[src/rtl/gpio_override_port.sv]
module gpio_override_port #(
  parameter int W = 8
) (
  input  logic         clk,
  input  logic         rst_n,
  input  logic         bus_addr,
  input  logic         bus_we,
  input  logic [W-1:0] bus_wdata,
  output logic [W-1:0] bus_rdata,
  input  logic [W-1:0] periph_sel,
  input  logic [W-1:0] periph_dout,
  input  logic [W-1:0] periph_oe,
  output logic [W-1:0] periph_din,
  input  logic [W-1:0] pad_in,
  output logic [W-1:0] pad_out,
  output logic [W-1:0] pad_oe
);

  logic [W-1:0] data_q, dir_q, meta_q, sync_q;
  logic [W-1:0] eff_dir;

  always_ff @(posedge clk or negedge rst_n) begin
    if (!rst_n) begin
      data_q <= '0;
      dir_q  <= '1;
    end else if (bus_we) begin
      if (bus_addr) dir_q  <= bus_wdata;
      else          data_q <= bus_wdata;
    end
  end

  always_ff @(posedge clk or negedge rst_n) begin
    if (!rst_n) begin
      meta_q <= '0;
      sync_q <= '0;
    end else begin
      meta_q <= pad_in;
      sync_q <= meta_q;
    end
  end

  assign eff_dir    = (periph_sel & ~periph_oe) | (~periph_sel & dir_q);
  assign pad_out    = (periph_sel & periph_dout) | (~periph_sel & data_q);
  assign pad_oe     = ~eff_dir;
  assign periph_din = sync_q;
  assign bus_rdata  = bus_addr ? eff_dir : sync_q;

endmodule


[config.mk]
export PLATFORM = sky130hd
export DESIGN_NAME = gpio_override_port
export DESIGN_NICKNAME = d
export VERILOG_FILES = /design/src/rtl/gpio_override_port.sv
export SDC_FILE = /design/constraint.sdc
export NUM_CORES = 1
export LEC_CHECK = 0
export BUFFER_PORTS_ARGS = -buffer_cell sky130_fd_sc_hd__buf_2
export CAP_MARGIN = 20
export CORE_UTILIZATION = 43
export DETAILED_ROUTE_END_ITERATION = 7
export PLACE_DENSITY = 0.78
export SLEW_MARGIN = 20
export SYNTH_ARGS = -nofsm -noshare
export SYNTH_HDL_FRONTEND = slang
export SYNTH_SLANG_ARGS = --single-unit
[constraint.sdc]
create_clock -name clk -period 1.15 [get_ports clk]
set_clock_uncertainty 0.05 [all_clocks]
set_input_delay 0.115 -clock clk [delete_from_list [all_inputs] [get_ports clk]]
set_output_delay 0.115 -clock clk [all_outputs]
set_load 0.005 [all_outputs]
After elaboration in Yosys (flattened, before gate mapping)
Cells that the tools add are included.
- bitwise operators: 10
- reduce and logical (&&, ||, !) cells: 2
- mux-type cells: 1
- operators by type and width (kind ; number):
    $and A8 B8 Y8 ; 4
    $not A8 Y8 ; 3
    $or A8 B8 Y8 ; 2
    $mux W8 ; 1
    $reduce_and A2 Y1 ; 2
    $not A1 Y1 ; 1
- flip-flop bits (word level): 32
- input bits: 44
- word-level logic and storage cells: 17

Depth between registers and ports, before layout
- depth in word-level cells: 4
- gate-level depth with buffers: 4

Worst setup path before layout
OpenSTA, ideal clock, no wires.
- path kind: register to output
- from: register dir_q[6]
- to: output port bus_rdata[6]
- stages on the path, launching flop included: 3
- slack: 120 ps
- arrival: 865 ps
- required time: 985 ps
- path buffers: 0
- cells stage by stage: dfstp_2 > or2_2 > a31o_2
- word-level cells in the longest chain between the ends: 3
- RTL lines (item ; line ; source):
    from (decl) ; 19 ; logic [W-1:0] data_q, dir_q, meta_q, sync_q;
    from (signal assigned) ; 27 ; if (bus_addr) dir_q <= bus_wdata;
    $and A8 B8 Y8 ; 42 ; assign eff_dir = (periph_sel & ~periph_oe) | (~periph_sel & dir_q);
    $or A8 B8 Y8 ; 42 ;
    $mux W8 ; 46 ; assign bus_rdata = bus_addr ? eff_dir : sync_q;
    to (decl) ; 9 ; output logic [W-1:0] bus_rdata,
No other way between the ends.

Final worst setup path
- from: register dir_q[7]
- to: output port bus_rdata[7]
Same word-level chain as after synthesis.

==> flow_metrics.py <==
metrics = {
    "run_status": {
        "status": "finished, violations left",
        "violations": "negative setup slack",
    },
    "yosys": {
        "synthesis.nets": 145,
        "ys_seq_area_share_pct": 58.5,
        "synth.area.top_cells": "dfrtp_1 (43%), dfstp_2 (15%), mux2_2 (13%)",
        "synth_edf_count": 0,
        "avgSynthCellArea_um2": 13.7,
        "synth.distinct_cells": 17,
        "ys_async_sr_fraction_pct": 100,
        "yosysTopAreaCellShare_pct": 43.4,
        "synth_area_leader_cell": "dfrtp_1",
        "ys_ff_latch": 32,
        "synth_cells": 101,
        "synth_top_flop_cell": "dfrtp_1",
        "synth_area_um2": 1390,
        "yosys_warnings": 0,
    },
    "die": {
        "dieArea_um2": 3450,
        "die_h_um": 58.8,
        "ioPinCount": 76,
        "dieWidth_um": 58.8,
        "rows": 20,
        "start_util_pct": 45.4,
        "core-area_um2": 3050,
    },
    "final_layout": {
        "diodes": 0,
        "post-route-util_pct": 71.4,
        "fin_cells": 254,
        "area_delta_synth_final_pct": 57.5,
        "finalNetCount": 253,
        "design_area_um2": 2180,
        "drive_above_1_share_pct": 63.8,
        "nFillCells": 238,
    },
    "sta": {
        "fin_crit_sh_pct": 125,
        "finalSetupViolCount": 24,
        "maxSlewViolCount": 0,
        "rsz0062_at_grt": "yes",
        "worstMarginPinSlew_ns": 0.319,
        "hold_viol_final": 0,
        "fmax_mhz": 695,
        "layout_setup_ws_ns": -0.289,
        "setup_tns_ns": -4.32,
        "max_slew_margin_pct": 78.7,
        "period_minus_slack_ns": 1.44,
    },
    "cts": {
        "cts_buffer_depth": 2,
        "cts_max_level": 2,
        "cts_made_buffers": 5,
        "cts_tree": "yes",
        "clkTransAtPathRegs_ns": 0.10,
        "insertion_delay_ns": 0.32,
        "cts.sinks": 32,
        "cts.root.buffer_cell": "clkbuf_4",
    },
    "route": {
        "routedWlPerCell_um": 13.7,
        "wl_met2_um": 2010,
        "detail-route-antenna-nets": 0,
        "viasPerCell": 4.61,
        "routed-wl-met3_um": 149,
        "dr_total_vias": 1170,
        "drt_iter0_drc": 12,
        "drc": 0,
        "wl_met1_um": 1320,
        "drt_wl_total_um": 3480,
        "route.top_layer_used": "met3",
        "drt_first_pass_iters": 4,
    },
    "grt": {
        "grt_pass1_vias": 1206,
        "grt_pass1_wl_um": 5240,
        "track_usage_pct": 21.4,
        "antenna_found_initial": 0,
        "grt-ovfl-total": 0,
        "grt_max_degree": 21,
    },
    "power": {
        "p_leak_nw": 1.08,
        "power.total_w": 0.00265,
        "p_per_area_nw_per_um2": 1210,
        "vdd_ir_drop_max_mv": 0.775,
    },
    "placed_design": {
        "port_buffers": 75,
        "gp_congestion": 0.699,
        "placed_cell_area_um2": 1840,
        "dpl.cell_count": 222,
        "hpwl_um": 2360,
    },
    "critical_path": {
        "arrival_ns": 1.27,
        "crit_type": "register to output port",
        "cp-end-kind": "output port",
        "crit_fanout": 2,
        "critPathRequiredTime_ns": 0.99,
        "start_kind": "register",
    },
    "job": {
        "cap_viol_max_count": 0,
    },
    "hold_path": {
        "min_path_type": "input port to asynchronous set/reset pin",
    },
}
## metrics by stage
step / hold WS, ns / setup WS, ns
6_report: 0.155 / -0.289
3_5_place_dp: -0.0221 / 0.00584
5_1_grt: 0.142 / -0.337
4_1_cts: 0.151 / -0.298
3_3_place_gp: -0.0294 / 0.00823
2_1_floorplan: -0.231 / 0.120
## worst max-delay path, stage by stage (launching register included)
cell and delay [ns]:
dfstp_2 0.39, or2_4 0.23, a31o_4 0.23, buf_6 0.11
## cell type report
type	instances	area [um2]	area share (%)
timing repair buffer	104	679	31.2
tap	44	55.1	2.52
sequential	32	811	37.2
clock buffer	6	51.3	2.35
clock inverter	2	10.0	0.459
multi-input combinational	66	574	26.3
## kinds of logic (layout without fill, tap and decap cells)
group	after synthesis	in the layout	synth area share, %
buffers and inverters	3	112	1.99
AND/OR/NAND/NOR	34	34	13.8
multiplexers	24	24	21.7
flip-flops	32	32	58.5
AO/OA/AOI/OAI	8	8	3.98
## per-layer routing
layer	GRT usage (%)	vias up
met2	43.2	48
li1	-	558
met5	0	-
met1	20.8	564
met3	6.81	0
met4	4.42	0
## report_power, final
group	switching [W]	internal [W]
Sequential	0.0000594	0.00127
Clock	0.000371	0.000291
Combinational	0.000230	0.000427
Total	0.000661	0.00198
## path summary, 6_finish.rpt
kind	startpoint	end	slack, ns	depth (start not counted)
max	dir_q[7]$_DFFE_PN1P_	bus_rdata[7]	-0.29	3
min	rst_n	periph_din[0]$_DFF_PN0_	0.15	2
max reg2reg	data_q[5]$_DFFE_PN0P_	data_q[5]$_DFFE_PN0P_	0.07	3
min reg2reg	meta_q[0]$_DFF_PN0_	periph_din[0]$_DFF_PN0_	0.31	0
max in group asynchronous	rst_n	dir_q[5]$_DFFE_PN1P_	0.40	3
min in group clk	bus_we	dir_q[6]$_DFFE_PN1P_	0.29	3
## cell usage in the layout, fill, tap and decap left out
master         synthesis  routed
a31o_2                 2       1
a31o_4                 0       1
a31oi_1                6       6
and2_1                 6       6
and2b_1                1       1
buf_12                 0       1
buf_2                  1      70
buf_4                  0      11
buf_6                  2       5
clkbuf_4               0       5
clkbuf_8               0       1
clkinv_2               0       2
dfrtp_1               24      24
dfstp_2                8       8
dlygate4sd3_1          0      17
mux2_2                16      13
mux2_4                 8      11
nand2_1                4       3
nand2_2                1       2
nand2b_1              12      12
nor2_1                 6       6
nor2b_1                1       1
nor2b_2                1       1
or2_4                  0       2
## cell usage after synthesis (2+ instances only)
master    count
mux2_2       16
mux2_4        8
nand2_1       4
nor2_1        6
and2_1        6
dfstp_2       8
buf_6         2
nand2b_1     12
a31oi_1       6
a31o_2        2
or2_2         2
dfrtp_1      24
## what timing repair did
action	CTS	global route
hold endpoints to repair	50	0
endpoints found under the setup margin	24	24
setup buffers	5	2
hold buffers	17	0
gates resized for setup	4	8
pin swaps	13	2
## flip-flops by register name, indices dropped and copies added, names as in the netlist
| name | cells |
|---|---|
| data_q | 8 |
| dir_q | 8 |
| meta_q | 8 |
| periph_din | 8 |
Note: power is estimated with default switching activity, not from simulation.
